[config.mk]
export PLATFORM = sky130hd
export DESIGN_NAME = thread_line_watch
export DESIGN_NICKNAME = d
export VERILOG_FILES = /design/src/rtl/tlw_pkg.sv /design/src/rtl/tlw_tid_decode.sv /design/src/rtl/tlw_slot.sv /design/src/rtl/tlw_wake_merge.sv /design/src/rtl/thread_line_watch.sv
export SDC_FILE = /design/constraint.sdc
export NUM_CORES = 1
export LEC_CHECK = 0
export BUFFER_PORTS_ARGS = -buffer_cell sky130_fd_sc_hd__buf_2
export CAP_MARGIN = 10
export CORE_MARGIN = 2
export CORE_UTILIZATION = 45
export CTS_CLUSTER_DIAMETER = 200
export DETAILED_ROUTE_END_ITERATION = 7
export PLACE_DENSITY = 0.7
export SYNTH_ARGS = -nofsm -noshare
export SYNTH_HDL_FRONTEND = slang
export SYNTH_HIERARCHICAL = 1
export SYNTH_SLANG_ARGS = --single-unit
[constraint.sdc]
create_clock -name clk -period 2.8 [get_ports clk]
set_input_delay 0.14 -clock clk [delete_from_list [all_inputs] [get_ports clk]]
set_output_delay 0.14 -clock clk [all_outputs]
set_load 0.02 [all_outputs]
[src/rtl/tlw_pkg.sv]
package tlw_pkg;
   localparam int unsigned TLW_MAX_AW = 64;

   // Clears the line-offset bits of an address.
   function automatic logic [TLW_MAX_AW-1:0] tlw_align(
      input logic [TLW_MAX_AW-1:0] addr,
      input int unsigned           off_bits);
      logic [TLW_MAX_AW-1:0] keep;
      keep = ~((TLW_MAX_AW'(1) << off_bits) - TLW_MAX_AW'(1));
      return addr & keep;
   endfunction
endpackage

[src/rtl/tlw_tid_decode.sv]
module tlw_tid_decode #(
   parameter int unsigned THREADS = 4,
   parameter int unsigned TID_W   = 3
) (
   input  logic               req_valid,
   input  logic [TID_W-1:0]   req_tid,
   output logic               req_ok,
   output logic [THREADS-1:0] req_sel
);
   assign req_ok = req_valid && ({1'b0, req_tid} < (TID_W+1)'(THREADS));

   for (genvar t = 0; t < THREADS; t++) begin : g_sel
      assign req_sel[t] = req_ok && (req_tid == TID_W'(t));
   end
endmodule

[src/rtl/tlw_slot.sv]
module tlw_slot
   import tlw_pkg::*;
#(
   parameter int unsigned ADDR_W = 32,
   parameter int unsigned OFF_W  = 6
) (
   input  logic              clk,
   input  logic              rst_n,
   input  logic              arm_hit,
   input  logic [ADDR_W-1:0] arm_vaddr,
   input  logic              wait_hit,
   input  logic [ADDR_W-1:0] wait_paddr,
   input  logic              snoop_valid,
   input  logic [ADDR_W-1:0] snoop_line,
   input  logic              store_hit,
   input  logic [ADDR_W-1:0] store_line,
   input  logic              wake_all,
   output logic              match,
   output logic              may_sleep,
   output logic              armed,
   output logic              waiting,
   output logic              woken,
   output logic [ADDR_W-1:0] vaddr,
   output logic [ADDR_W-1:0] line
);
   logic              armed_q, waiting_q, woken_q;
   logic [ADDR_W-1:0] vaddr_q, line_q;

   logic              a_mid, w_mid, f_mid;
   logic [ADDR_W-1:0] v_mid, l_mid;

   // Arm first, then the wait request, then the match against the result.
   always_comb begin
      a_mid = armed_q;
      w_mid = waiting_q;
      f_mid = woken_q;
      v_mid = vaddr_q;
      l_mid = line_q;
      if (arm_hit) begin
         a_mid = 1'b1;
         v_mid = arm_vaddr;
         l_mid = '0;
      end
      if (wait_hit) begin
         if (!f_mid) begin
            l_mid = ADDR_W'(tlw_align(TLW_MAX_AW'(wait_paddr), OFF_W));
            w_mid = 1'b1;
         end else begin
            f_mid = 1'b0;
         end
      end
   end

   assign match = a_mid && w_mid &&
                  ((snoop_valid && (l_mid == snoop_line)) ||
                   (store_hit   && (l_mid == store_line)));

   assign may_sleep = !woken_q;

   always_ff @(posedge clk) begin
      if (!rst_n) begin
         armed_q   <= 1'b0;
         waiting_q <= 1'b0;
         woken_q   <= 1'b0;
         vaddr_q   <= '0;
         line_q    <= '0;
      end else begin
         armed_q   <= a_mid && !match;
         waiting_q <= w_mid && !match;
         woken_q   <= f_mid || wake_all;
         vaddr_q   <= v_mid;
         line_q    <= l_mid;
      end
   end

   assign armed   = armed_q;
   assign waiting = waiting_q;
   assign woken   = woken_q;
   assign vaddr   = vaddr_q;
   assign line    = line_q;
endmodule

[src/rtl/tlw_wake_merge.sv]
module tlw_wake_merge #(
   parameter int unsigned THREADS = 4
) (
   input  logic               clk,
   input  logic               rst_n,
   input  logic [THREADS-1:0] slot_match,
   output logic               any_match,
   output logic               wake_pulse
);
   assign any_match = |slot_match;

   always_ff @(posedge clk) begin
      if (!rst_n) wake_pulse <= 1'b0;
      else        wake_pulse <= any_match;
   end
endmodule

[src/rtl/thread_line_watch.sv]
module thread_line_watch
   import tlw_pkg::*;
#(
   parameter int unsigned THREADS    = 4,
   parameter int unsigned TID_W      = 3,
   parameter int unsigned ADDR_W     = 32,
   parameter int unsigned LINE_BYTES = 64
) (
   input  logic                      clk,
   input  logic                      rst_n,
   input  logic                      arm_valid,
   input  logic [TID_W-1:0]          arm_tid,
   input  logic [ADDR_W-1:0]         arm_vaddr,
   input  logic                      mwait_valid,
   input  logic [TID_W-1:0]          mwait_tid,
   input  logic [ADDR_W-1:0]         mwait_paddr,
   output logic                      mwait_sleep,
   input  logic                      snoop_valid,
   input  logic [ADDR_W-1:0]         snoop_addr,
   input  logic                      store_valid,
   input  logic [TID_W-1:0]          store_tid,
   input  logic [ADDR_W-1:0]         store_addr,
   output logic [THREADS-1:0]        thr_armed,
   output logic [THREADS-1:0]        thr_waiting,
   output logic [THREADS-1:0]        thr_woken,
   output logic [THREADS*ADDR_W-1:0] mon_vaddr,
   output logic [THREADS*ADDR_W-1:0] mon_line,
   output logic                      core_wake
);
   localparam int unsigned OFF_W = $clog2(LINE_BYTES);

   if ((LINE_BYTES < 2) || ((LINE_BYTES & (LINE_BYTES - 1)) != 0)) begin : g_bad_line
      $error("LINE_BYTES must be a power of two of at least 2");
   end
   if ((THREADS < 1) || ((1 << TID_W) < THREADS)) begin : g_bad_tid
      $error("TID_W too narrow for THREADS");
   end
   if ((ADDR_W <= OFF_W) || (ADDR_W > TLW_MAX_AW)) begin : g_bad_addr
      $error("ADDR_W out of range");
   end

   logic               arm_ok, wait_ok, store_ok;
   logic [THREADS-1:0] arm_sel, wait_sel, store_sel;
   logic [THREADS-1:0] slot_match, slot_sleep;
   logic               any_match;
   logic [ADDR_W-1:0]  snoop_line, store_line;

   assign snoop_line = ADDR_W'(tlw_align(TLW_MAX_AW'(snoop_addr), OFF_W));
   assign store_line = ADDR_W'(tlw_align(TLW_MAX_AW'(store_addr), OFF_W));

   tlw_tid_decode #(.THREADS(THREADS), .TID_W(TID_W)) u_dec_arm (
      .req_valid(arm_valid), .req_tid(arm_tid), .req_ok(arm_ok), .req_sel(arm_sel));
   tlw_tid_decode #(.THREADS(THREADS), .TID_W(TID_W)) u_dec_wait (
      .req_valid(mwait_valid), .req_tid(mwait_tid), .req_ok(wait_ok), .req_sel(wait_sel));
   tlw_tid_decode #(.THREADS(THREADS), .TID_W(TID_W)) u_dec_store (
      .req_valid(store_valid), .req_tid(store_tid), .req_ok(store_ok), .req_sel(store_sel));

   for (genvar t = 0; t < THREADS; t++) begin : g_slot
      tlw_slot #(.ADDR_W(ADDR_W), .OFF_W(OFF_W)) u_slot (
         .clk         (clk),
         .rst_n       (rst_n),
         .arm_hit     (arm_sel[t]),
         .arm_vaddr   (arm_vaddr),
         .wait_hit    (wait_sel[t]),
         .wait_paddr  (mwait_paddr),
         .snoop_valid (snoop_valid),
         .snoop_line  (snoop_line),
         .store_hit   (store_ok && !store_sel[t]),
         .store_line  (store_line),
         .wake_all    (any_match),
         .match       (slot_match[t]),
         .may_sleep   (slot_sleep[t]),
         .armed       (thr_armed[t]),
         .waiting     (thr_waiting[t]),
         .woken       (thr_woken[t]),
         .vaddr       (mon_vaddr[t*ADDR_W +: ADDR_W]),
         .line        (mon_line[t*ADDR_W +: ADDR_W])
      );
   end

   assign mwait_sleep = wait_ok && |(wait_sel & slot_sleep);

   tlw_wake_merge #(.THREADS(THREADS)) u_merge (
      .clk        (clk),
      .rst_n      (rst_n),
      .slot_match (slot_match),
      .any_match  (any_match),
      .wake_pulse (core_wake)
   );
endmodule

After elaboration in Yosys (flattened, before gate mapping)
Cells that the tools add are included.
{"block": "totals", "wordCells": 139, "output_inout_bits": 270, "ff_bits": 269, "input_bits": 143}
{"block": "op_classes", "n_eq_ne": 17, "n_mux": 28, "bitwise": 1, "reduce_logical": 69, "magnitude_cmp": 3}
{"op": "$mux W32", "n": 12}
{"op": "$eq A32 B32 Y1", "n": 8}
{"op": "$logic_and A1 B1 Y1", "n": 44}
{"op": "$eq A3 B2 Y1 const B", "n": 6}
{"op": "$mux W1", "n": 16}
{"op": "$logic_not A1 Y1", "n": 12}
{"op": "$eq A3 B1 Y1 const B", "n": 3}
{"op": "$logic_not A3 Y1", "n": 3}
{"op": "$lt A3 B3 Y1 const B", "n": 3}
{"op": "$logic_or A1 B1 Y1", "n": 8}
{"op": "$reduce_or A4 Y1", "n": 2}
{"op": "$and A4 B4 Y4", "n": 1}

Longest topological paths before layout
Gate-level depths: netlist of the first run.
{"block": "logic_depth", "ltp_word": 12, "mapped_depth": 12, "depth_no_buf": 10}

Hierarchy
The synthesis of the first run kept the hierarchy.
{"mod": "tlw_slot", "seq_area_each_um2": 1341.3, "area_each_um2": 3858.7, "cells_per_inst": 364, "instances": 4}
{"mod": "tlw_tid_decode", "seq_area_each_um2": 0.0, "area_each_um2": 60.1, "cells_per_inst": 5, "instances": 3}
{"mod": "thread_line_watch", "seq_area_each_um2": 0.0, "area_each_um2": 51.3, "cells_per_inst": 8, "instances": 1}
{"mod": "tlw_wake_merge", "seq_area_each_um2": 20.0, "area_each_um2": 38.8, "cells_per_inst": 3, "instances": 1}

Worst setup path before layout of the first run
Ideal clock, no wire load.
{"block": "synth_path", "kind": "register -> register", "startpoint": "register g_slot[1].u_slot.woken_q", "endpoint": "register g_slot[0].u_slot.woken_q", "setup_time_ns": 0.115, "period_less_slack_ns": 2.541, "arrival_time_ns": 2.427, "n_path_buf": 2, "slack_ns": 0.259, "required_time_ns": 2.685, "stages_incl_launch_ff": 12, "path_cell_list": "dfxtp_1 -> buf_4 -> buf_4 -> and3b_1 -> a31oi_2 -> xnor2_1 -> nor4_1 -> nand4_1 -> nor3_1 -> a21o_1 -> or4_1 -> o21a_1"}
{"block": "synth_between", "elab_chain_cells": 8, "word_cells_on_any_way": 13, "cone_classes": "eq/ne (2); mux (4); reduce/logical (7)"}
{"item": "from (decl)", "line": "tlw_slot.sv:26", "source": "logic armed_q, waiting_q, woken_q;"}
{"item": "from (signal assigned)", "line": "tlw_slot.sv:70", "source": "woken_q <= f_mid || wake_all;"}
{"item": "$mux W32", "line": "tlw_slot.sv:45", "source": "if (!f_mid) begin"}
{"item": "$mux W32", "line": "tlw_slot.sv:44", "source": "if (wait_hit) begin"}
{"item": "$eq A32 B32 Y1 (on tied branches)", "line": "tlw_slot.sv:55, tlw_slot.sv:56"}
{"item": "$logic_and A1 B1 Y1 (on tied branches)", "line": "tlw_slot.sv:55, tlw_slot.sv:56"}
{"item": "$logic_or A1 B1 Y1", "line": "tlw_slot.sv:55", "source": "((snoop_valid && (l_mid == snoop_line)) ||"}
{"item": "$logic_and A1 B1 Y1 (*)", "line": "tlw_slot.sv:54", "source": "assign match = a_mid && w_mid &&"}
{"item": "via slot_match[1]", "line": "thread_line_watch.sv:44", "source": "logic [THREADS-1:0] slot_match, slot_sleep;"}
{"item": "$reduce_or A4 Y1 (*)", "line": "tlw_wake_merge.sv:10", "source": "assign any_match = |slot_match;"}
{"item": "via any_match", "line": "thread_line_watch.sv:45", "source": "logic any_match;"}
{"item": "$logic_or A1 B1 Y1 (*)", "line": "tlw_slot.sv:70"}
{"item": "to (signal assigned)", "line": "tlw_slot.sv:70"}
{"item": "to (decl)", "line": "tlw_slot.sv:26"}
Mark *: on every way through the listed nets, which the timed path passes. The rest lies on a longest branch.
A chain may end at the register's enable or synchronous reset.

Worst setup path in the final report of the first run
{"block": "layout_path", "startpoint": "register g_slot[3].u_slot.woken_q", "endpoint": "register g_slot[0].u_slot.woken_q"}
{"block": "layout_between", "elab_chain_cells": 8, "word_cells_on_any_way": 13, "cone_classes": "eq/ne (2); mux (4); reduce/logical (7)"}
{"item": "from (decl)", "line": "tlw_slot.sv:26"}
{"item": "from (signal assigned)", "line": "tlw_slot.sv:70"}
{"item": "$mux W32", "line": "tlw_slot.sv:45"}
{"item": "$mux W32", "line": "tlw_slot.sv:44"}
{"item": "$eq A32 B32 Y1 (on tied branches)", "line": "tlw_slot.sv:55, tlw_slot.sv:56"}
{"item": "$logic_and A1 B1 Y1 (on tied branches)", "line": "tlw_slot.sv:55, tlw_slot.sv:56"}
{"item": "$logic_or A1 B1 Y1", "line": "tlw_slot.sv:55"}
{"item": "$logic_and A1 B1 Y1 (*)", "line": "tlw_slot.sv:54"}
{"item": "via slot_match[3]", "line": "thread_line_watch.sv:44"}
{"item": "$reduce_or A4 Y1 (*)", "line": "tlw_wake_merge.sv:10"}
{"item": "via any_match", "line": "thread_line_watch.sv:45"}
{"item": "$logic_or A1 B1 Y1 (*)", "line": "tlw_slot.sv:70"}
Marks and branches as above.

==> summary.md, run 1 <==
| Metric | Value |
|---|---|
| Avg Inst Size Synth | 10.6 um2 |
| First-pass GRT wire length | 85.4 mm |
| Share of cells above drive strength 1 | 35.5% |
| Clk network pwr share | 44.5% |
| WHS Path Cells | 2 |
| Multi-input logic area | 9970 um2 |
| Maximum VDD drop | 523 uV |
| Worst Max-Slew Pin Slew | 0.662 ns |
| Seq pwr share | 40.5% |
| Comb pwr share | 15.0% |
| Clock buffer depth | 3 |
| Fmax | 370 MHz |
| Worst R2R Start | g_slot[3].u_slot/woken |
| Final Util | 59.7% |
| WP data required | 3.28 ns |
| Hpwl dp | 44.8 mm |
| Vias in the first global route | 13446 |
| Placer Congestion | 1.02 |
| CORE AREA | 34500 um2 |
| R2R cell count | 11 |
| Clk_skew | 0.0193 ns |
| Via count | 13596 |
| Crit path largest cell delay | 0.53 ns |
| Sw Ratio | 26.9% |
| CP endpoint kind | register |
| Setup WS post-layout | 0.0953 ns |
| DR iter-0 viols | 912 |
| Post-route cell area | 20600 um2 |
| Total CTS buffers | 30 |
| Die X | 191 um |
| Setup-failing EPs final | 0 |
| Die height | 191 um |
| Hold EP | g_slot[3].u_slot/vaddr[9] |
| Sink Count | 269 |
| Max-Cap Viols | 0 |
| Global route overflow | 0 |
| Synth Cell Area | 15700 um2 |
| Starting density of the core | 45.6% |
| Crit path max fanout | 14 |
| DRC | 0 |
| Int Pwr | 0.00715 W |
| CTS tree | yes |
| Clock transition at path regs | 0.06 ns |
| Largest net degree at the start of global routing | 103 |
| Critical Path, Cell by Cell | nand2b_2 -> buf_12 -> buf_12 -> a31oi_4 -> xnor2_1 -> nor3_1 -> nand4_1 -> nor3_1 -> a21o_1 -> or4_4 -> o21a_1 |
| I/O pin total | 413 |
| Final Hold Violating Endpoints | 0 |
| DP Area | 19100 um2 |
| Reg2reg end | g_slot[0].u_slot/woken |
| Pins Over Slew Limit | 0 |
| Die Footprint | 36400 um2 |
| Detailed Route WL | 58.3 mm |
| Buf/Inv on CP | 2 |
| Startpoint Class | register |
| Total GRT Usage | 31.2% |
| # fillers | 2968 |
| Status | complete, no violations |
| Min Hold Slack | 0.0361 ns |
| Register area | 5390 um2 |
| Fin nets | 2205 |
| Via/cell ratio | 5.33 |
| TritonRoute pass-1 iters | 5 |
| Pre-CTS setup slack | -0.268 ns |
| Hold Crit Class | in2reg |
| H-tree depth | 1 |
| Root Driver | clkbuf_16 |
| Drt wl/cell | 22.8 um |
| Slowest CP cell | or4_4 |
| Min cycle time layout | 2.70 ns |
| Skew-Pair Late Insertion Delay | 0.59 ns |
| Final Cycle Share | 96.6% |
| Post-DRT Antenna Nets | 0 |
| P_sw | 0.00263 W |
| CP delay by family, top | simple AND/OR/NAND/NOR gates |
| IO buf count | 394 |
| Slew HR | 55.9% |
| Area grow syn2layout | 31.2% |
| Instance count of the mapped netlist | 1481 |
| RSZ-0062 raised after global routing | no |
| Initial antenna violation count | 11 |
| Leakage | 8.57 nW |
| R2R Setup Slk | 0.1 ns |
| Synth Warn # | 6 |
| Row count | 68 |
| Hold Startpoint | rst_n |
| WS Path Type | reg2reg |
| CP arrival | 3.18 ns |
| Pwr dens | 475 nW/um2 |
==> area by class of cell <==
class,instances,share of cell area [%]
multi-input combinational,1187,48.5
sequential,269,26.2
timing repair buffer,554,16.8
clock buffer,42,4.25
tap,455,2.77
clock inverter,14,1.04
inverter,20,0.365
antenna,12,0.146
==> per-layer routing <==
metal / track usage (%) / wire (um) / vias to the layer above / share of wire [%]
li1: - / - / 6326 / -
met1: 40.0 / 24200 / 6619 / 41
met2: 50.0 / 27300 / 538 / 47
met3: 7.53 / 4700 / 113 / 8.1
met4: 13.0 / 2090 / 0 / 3.6
met5: 0 / 0 / - / 0
==> stage by stage <==
stage	setup TNS [ns]	total power [W]	std cells
after CTS	0	0.00981	2540
after global placement	-0.744	0.00542	2452
after global routing	0	0.0101	2548
after detailed placement	-1.00	0.00544	2452
final	0	0.00978	2553
after floorplan	0	0.00486	1572
==> repair_timing <==
item | 4_1_cts | 5_1_grt
resized for setup | 3 | 6
hold endpoints to repair | 128 | 0
pin swaps | 0 | 2
setup buffers | 0 | 1
hold buffers | 32 | 0
setup endpoints to repair | 4 | 4
==> worst max path at each step <==
stage	start	endpoint	cells past startpoint
floorplan	g_slot[1].u_slot/woken	g_slot[0].u_slot/woken	11
global placement	mwait_tid[2]	g_slot[0].u_slot/woken	13
detailed placement	mwait_tid[2]	g_slot[0].u_slot/woken	13
CTS	g_slot[3].u_slot/woken	g_slot[0].u_slot/woken	11
global route	g_slot[3].u_slot/woken	g_slot[0].u_slot/woken	11
finish	g_slot[3].u_slot/woken	g_slot[0].u_slot/woken	11
==> power by group through the flow <==
stage               sequential [W]  clock [W]  combinational, W
floorplan                  0.00412          0          0.000736
global placement           0.00404          0           0.00138
detailed placement         0.00404          0           0.00140
CTS                        0.00396    0.00442           0.00144
global route               0.00396    0.00457           0.00154
finish                     0.00396    0.00435           0.00147
==> cells in the final DEF (no fill, tap or decap), types with 8 or more instances in the layout <==
master	count
nor4bb_1	8
xnor2_1	228
inv_1	16
nand4_1	20
nor4_2	36
a31oi_1	15
buf_12	16
nand3_1	24
nor2_1	32
conb_1	92
and3_1	32
mux2i_1	128
xor2_1	12
a31oi_2	45
diode_2	12
a31oi_4	52
buf_2	393
and3b_1	104
nor3b_1	8
clkbuf_16	30
buf_4	112
dfxtp_1	267
nand2_1	8
nor4_1	16
and2b_1	8
dlygate4sd3_1	32
clkbuf_8	8
nor3_1	19
o32ai_1	8
nor2b_1	236
==> registers in the layout, summed over array words and instances (netlist names) <==
name / flops
g_slot.u_slot/line: 128
g_slot.u_slot/armed: 4
g_slot.u_slot/woken: 4
g_slot.u_slot/waiting: 4
u_merge/wake_pulse: 1
g_slot.u_slot/vaddr: 128
Note: power is estimated with default switching activity, not from simulation.
==> run 2, diff against run 1 <==
ABC_AREA = 1   (was unset)
CELL_PAD_IN_SITES_DETAIL_PLACEMENT = 1   (was unset)
CELL_PAD_IN_SITES_GLOBAL_PLACEMENT = 1   (was unset)
CORE_UTILIZATION = 37   (was 45)
PLACE_DENSITY = unset   (was 0.7)
PLACE_DENSITY_LB_ADDON = 0.1   (was unset)
==> summary.md, run 2 <==
| Metric | Value |
|---|---|
| Instance count of the mapped netlist | 3263 (+120%) |
| Min cycle time layout | 2.55 ns (-0.159 ns) |
| Global route overflow | 0 (unchanged) |
| Drt wl/cell | 22.6 um (-1.2%) |
| Via/cell ratio | 5.28 (-0.81%) |
| Final Cycle Share | 90.9% (-5.7 points) |
| Synth Cell Area | 18400 um2 (+17%) |
| Pins Over Slew Limit | 0 (unchanged) |
| CTS tree | yes |
| Starting density of the core | 37.5% (-8.0 points) |
| Startpoint Class | register |
| IO buf count | 394 (unchanged) |
| DR iter-0 viols | 1582 (+73%) |
| Leakage | 13.3 nW (+55%) |
| Die height | 227 um (+19%) |
| Most common cell after layout, fill and taps aside | nand2_1 |
| # fillers | 7086 (+140%) |
| Fmax | 393 MHz (+6.2%) |
| Setup bufs post-CTS | 0 (unchanged) |
| Final Util | 48.0% (-12 points) |
| Avg Inst Size Synth | 5.64 um2 (-47%) |
| Vias in the first global route | 24033 (+79%) |
| Final Hold Violating Endpoints | 0 (unchanged) |
| Detailed Route WL | 102 mm (+75%) |
| Hpwl dp | 75.1 mm (+68%) |
| Via count | 23834 (+75%) |
| Die Footprint | 51600 um2 (+42%) |
| Pwr dens | 480 nW/um2 (+1.0%) |
| Skew-Pair Late Insertion Delay | 0.57 ns (-0.02 ns) |
| First-pass GRT wire length | 147 mm (+72%) |
| DRC | 0 (unchanged) |
| Max-Cap Viols | 0 (unchanged) |
| Total GRT Usage | 38.7% (+7.5 points) |
| Maximum VDD drop | 423 uV (-19%) |
| Slew HR | 53.8% (-2.1 points) |
| I/O pin total | 413 (unchanged) |
| Setup_tns | 0 ns (unchanged) |
| CORE AREA | 49100 um2 (+42%) |
| Initial antenna violation count | 9 (-2) |
| Worst Max-Slew Pin Slew | 0.693 ns (+0.0306 ns) |
| RSZ-0062 raised after global routing | no |
| Area grow syn2layout | 27.9% |
| Register area | 5390 um2 (unchanged) |
| TritonRoute pass-1 iters | 7 (+2) |
| Die X | 227 um (+19%) |
| Multi-input logic area | 11200 um2 (+12%) |
| Clock transition at path regs | 0.06 ns (about the same) |
| Sink Count | 269 (unchanged) |
| Root Driver | clkbuf_16 |
| Share of cells above drive strength 1 | 17.7% (-18 points) |
| Row count | 81 (+19%) |
| Status | complete, no violations |
| CP arrival | 2.98 ns (-0.20 ns) |
| Total CTS buffers | 35 (+17%) |
| Synth Warn # | 6 (unchanged) |
| WP data required | 3.23 ns (-0.05 ns) |
| H-tree depth | 2 (+1) |
| Crit path max fanout | 32 (+18) |
| Most frequent cells in the layout | 1038 x nand2_1, 662 x nor2_1, 407 x inv_1, 393 x buf_2, 308 x nand3_1 |
| Setup-failing EPs final | 0 (unchanged) |
| Clock buffer depth | 3 (unchanged) |
| Placer Congestion | 1.01 (-0.93%) |
| Hold Crit Class | in2reg |
| Design Power | 0.0113 W (+16%) |
| Post-placement cell count | 4412 (+80%) |
| Non-Filler Instances | 4512 (+77%) |
| CP endpoint kind | register |
| Post-DRT Antenna Nets | 0 (unchanged) |
| Fin nets | 3961 (+80%) |
| Largest net degree at the start of global routing | 71 (-31%) |
| WS Path Type | reg2reg |
| Clk_skew | 0.0196 ns (+0.000326 ns) |
==> run 2: cell types whose count changed in the layout (fill, tap and decap cells not counted), sizes merged, moves of 128 or more <==
| cell | previous run | this run |
|---|---|---|
| nor2b | 236 | 0 |
| xnor2 | 228 | 0 |
| nor2 | 32 | 672 |
| o21ai | 0 | 148 |
| nand2 | 8 | 1114 |
| mux2i | 128 | 0 |
| inv | 20 | 423 |
| nand3 | 24 | 316 |
==> run 2: path summary, 6_finish.rpt <==
kind                                                 start                         end  slack [ns]  cells past startpoint
worst max-delay path                g_slot[3].u_slot/woken      g_slot[0].u_slot/woken        0.25                     16
worst min-delay path                       mwait_paddr[17]   g_slot[3].u_slot/line[17]        0.03                      3
worst max register to register      g_slot[3].u_slot/woken      g_slot[0].u_slot/woken        0.25                     16
worst min register to register  g_slot[2].u_slot/vaddr[25]  g_slot[2].u_slot/vaddr[25]        0.50                      2
==> run 2: area by class of cell <==
cell class,count,share of cell area (%)
multi-input cells,2559,47.4
flip-flops and latches,269,22.9
clock buffers,47,4.25
clock inverters,17,1.09
well taps,664,3.53
inverters,422,6.73
repair buffers,531,14.1
diodes,3,0.0319
==> run 2: metrics by stage <==
step	worst slack [ns]	hold slack [ns]	instance area (um2)
2_1_floorplan	0.851	0.249	18800
3_3_place_gp	0.111	0.417	21900
3_5_place_dp	0.0235	0.433	21900
4_1_cts	0.130	0.00217	23500
5_1_grt	0.0900	0.0158	23500
6_report	0.254	0.0310	23500
==> run 2: repair_timing <==
action,in CTS,in global routing
hold buffers,33,0
endpoints found under the hold margin,129,0
endpoints found under the setup margin,0,4
gates resized for setup,0,3
==> run 2: where the power goes <==
group,internal (W),switching (W)
logic,0.000658,0.00163
clock network,0.00300,0.00199
registers,0.00394,0.0000797
==> run 2: critical path: stages (launching register included) <==
cell and delay (ns):
dfxtp_2 0.39, inv_2 0.09, nand2_4 0.09, buf_12 0.19
nand2_1 0.07, nand2_1 0.19, nand2_1 0.18, nand4_1 0.14
nor2_1 0.06, nand2_1 0.07, nor2_1 0.04, nand2_1 0.11
a21oi_2 0.09, nor2_1 0.27, nand2_2 0.16, a21oi_1 0.18
nor2_1 0.06
==> run 2: metal layers <==
| metal | track usage (%) | wire length (um) | vias to the layer above |
|---|---|---|---|
| li1 | - | - | 11094 |
| met1 | 48.6 | 42600 | 11538 |
| met2 | 63.9 | 45900 | 976 |
| met3 | 7.31 | 8190 | 220 |
| met4 | 18.8 | 5190 | 6 |
| met5 | 0 | 35 | - |
==> run 3, diff against run 2 <==
PLACE_DENSITY = 0.91   (was unset)
PLACE_DENSITY_LB_ADDON = unset   (was 0.1)
==> summary.md, run 3 (synthesis gave the netlist of run 2 again) <==
| Metric | Value |
|---|---|
| Worst Max-Slew Pin Slew | 0.625 ns (-0.0679 ns) |
| IO buf count | 394 (unchanged) |
| RSZ-0062 raised after global routing | no |
| Clock transition at path regs | 0.07 ns (about the same) |
| Clk_skew | 0.0123 ns (-0.00738 ns) |
| Leakage | 13.5 nW (+1.3%) |
| Drt wl/cell | 22.5 um (-0.28%) |
| Crit path max fanout | 23 (-28%) |
| Pre-CTS setup slack | -0.135 ns (-0.158 ns) |
| CORE AREA | 49100 um2 (unchanged) |
| Area grow syn2layout | 29.6% |
| Initial antenna violation count | 9 (unchanged) |
| Final Cycle Share | 93.2% (+2.3 points) |
| CTS tree | yes |
| Die Footprint | 51600 um2 (unchanged) |
| Placer Congestion | 1.02 (+0.89%) |
| Top Layer Used | met5 |
| # fillers | 7093 (+0.099%) |
| Pins Over Slew Limit | 0 (unchanged) |
| Final Hold Violating Endpoints | 0 (unchanged) |
| Clock buffer depth | 3 (unchanged) |
| Die X | 227 um (unchanged) |
| Skew-Pair Late Insertion Delay | 0.56 ns (about the same) |
| Largest net degree at the start of global routing | 90 (+27%) |
| Startpoint Class | register |
| Maximum VDD drop | 338 uV (-20%) |
| WHS Path Cells | 3 (unchanged) |
| Non-Filler Instances | 4560 (+1.1%) |
| Fin nets | 4008 (+1.2%) |
| Starting density of the core | 37.5% (unchanged) |
| Post-placement cell count | 4460 (+1.1%) |
| Met3 WL | 11.8 mm (+44%) |
| First-pass GRT wire length | 148 mm (+0.78%) |
| DP Area | 22300 um2 (+1.5%) |
| I/O pin total | 413 (unchanged) |
| Global route overflow | 0 (unchanged) |
| Fmax | 383 MHz (-2.4%) |
| TritonRoute pass-1 iters | 5 (-2) |
| Die height | 227 um (unchanged) |
| Min Hold Slack | 0.0727 ns (+0.0417 ns) |
| Most frequent cells in the layout | 1038 x nand2_1, 663 x nor2_1, 407 x inv_1, 393 x buf_2, 308 x nand3_1 |
| WP data required | 3.22 ns (about the same) |
| WS Path Type | reg2reg |
| Setup-failing EPs final | 0 (unchanged) |
| Detailed Route WL | 103 mm (+0.78%) |
| Root Driver | clkbuf_16 |
| Pwr dens | 477 nW/um2 (-0.56%) |
| CP arrival | 3.03 ns (+0.05 ns) |
| DR WL met2 | 43.4 mm (-5.3%) |
| Post-route cell area | 23900 um2 (+1.3%) |
| Post-DRT Antenna Nets | 0 (unchanged) |
| DRC | 0 (unchanged) |
| Hold Crit Class | in2reg |
| Total GRT Usage | 38.7% (about the same) |
| Status | complete, no violations |
| Total CTS buffers | 35 (unchanged) |
| Setup bufs post-CTS | 0 (unchanged) |
| Share of cells above drive strength 1 | 18.6% (+0.89 points) |
| H-tree depth | 2 (unchanged) |
| Design Power | 0.0114 W (+0.76%) |
| R2R cell count | 16 (unchanged) |
| Max-Cap Viols | 0 (unchanged) |
| Row count | 81 (unchanged) |
| DR iter-0 viols | 2462 (+56%) |
| Min cycle time layout | 2.61 ns (+0.0638 ns) |
| Via count | 24677 (+3.5%) |
| CP endpoint kind | register |
| Hpwl dp | 73.7 mm (-1.9%) |
| Most common cell after layout, fill and taps aside | nand2_1 |
| Slew HR | 57.9% (+4.1 points) |
| Vias in the first global route | 24489 (+1.9%) |
| Via/cell ratio | 5.41 (+2.4%) |
| Setup WS post-layout | 0.191 ns (-0.0638 ns) |
| M1 wire length | 38.6 mm (-9.4%) |
| Sink Count | 269 (unchanged) |
## run 3: power by group
part / leakage, nW / switching [W] / internal, W
clock network: 0.604 / 0.00198 / 0.00303
registers: 2.18 / 0.0000859 / 0.00394
logic: 10.7 / 0.00166 / 0.000695
total: 13.5 / 0.00372 / 0.00766
## run 3: metrics by stage
stage / utilization, % / setup TNS [ns]
after CTS: 48.6 / 0
after global routing: 48.6 / 0
final: 48.6 / 0
after global placement: 45.4 / -0.0902
after detailed placement: 45.4 / -0.436
after floorplan: - / 0
## run 3: critical path, stage by stage (launching register included)
cell and delay [ns]:
dfxtp_1 0.43, inv_2 0.14, nand2_4 0.11, buf_12 0.17, nand2_1 0.08, nand2_1 0.18, nand2_1 0.18, nand4_1 0.14
nor2_1 0.07, nand2_1 0.09, nor2_1 0.07, nand2_1 0.08, a21oi_2 0.06, nor2_1 0.27, nand2_2 0.17, a21oi_1 0.18
nor2_1 0.06
## run 3: final cells by class
cell class,instances,area [um2],share of cell area [%]
Antenna cell,4,10.0,0.0420
Clock buffer,49,1020,4.27
Clock inverter,15,226,0.949
Inverter,422,1580,6.64
Multi-Input combinational cell,2559,11200,46.7
Sequential cell,269,5390,22.6
Tap cell,664,831,3.48
Timing Repair Buffer,578,3650,15.3
## run 3: final timing paths
kind	end	slack, ns	from
max	g_slot[2].u_slot/woken	0.19	g_slot[0].u_slot/woken
min	g_slot[3].u_slot/line[17]	0.07	mwait_paddr[17]
max reg2reg	g_slot[2].u_slot/woken	0.19	g_slot[0].u_slot/woken
min reg2reg	g_slot[2].u_slot/vaddr[20]	0.49	g_slot[2].u_slot/vaddr[20]
## run 3: metal layers
metal / vias up / GRT usage [%]
met2: 1469 / 60.7
met5: - / 0
li1: 11204 / -
met3: 435 / 8.47
met1: 11561 / 47.0
met4: 8 / 28.0
## run 3: repair_timing
action,4_1_cts,5_1_grt
endpoints found under the setup margin,0,2
endpoints found under the hold margin,126,0
hold buffers,32,0
resized for setup,0,1
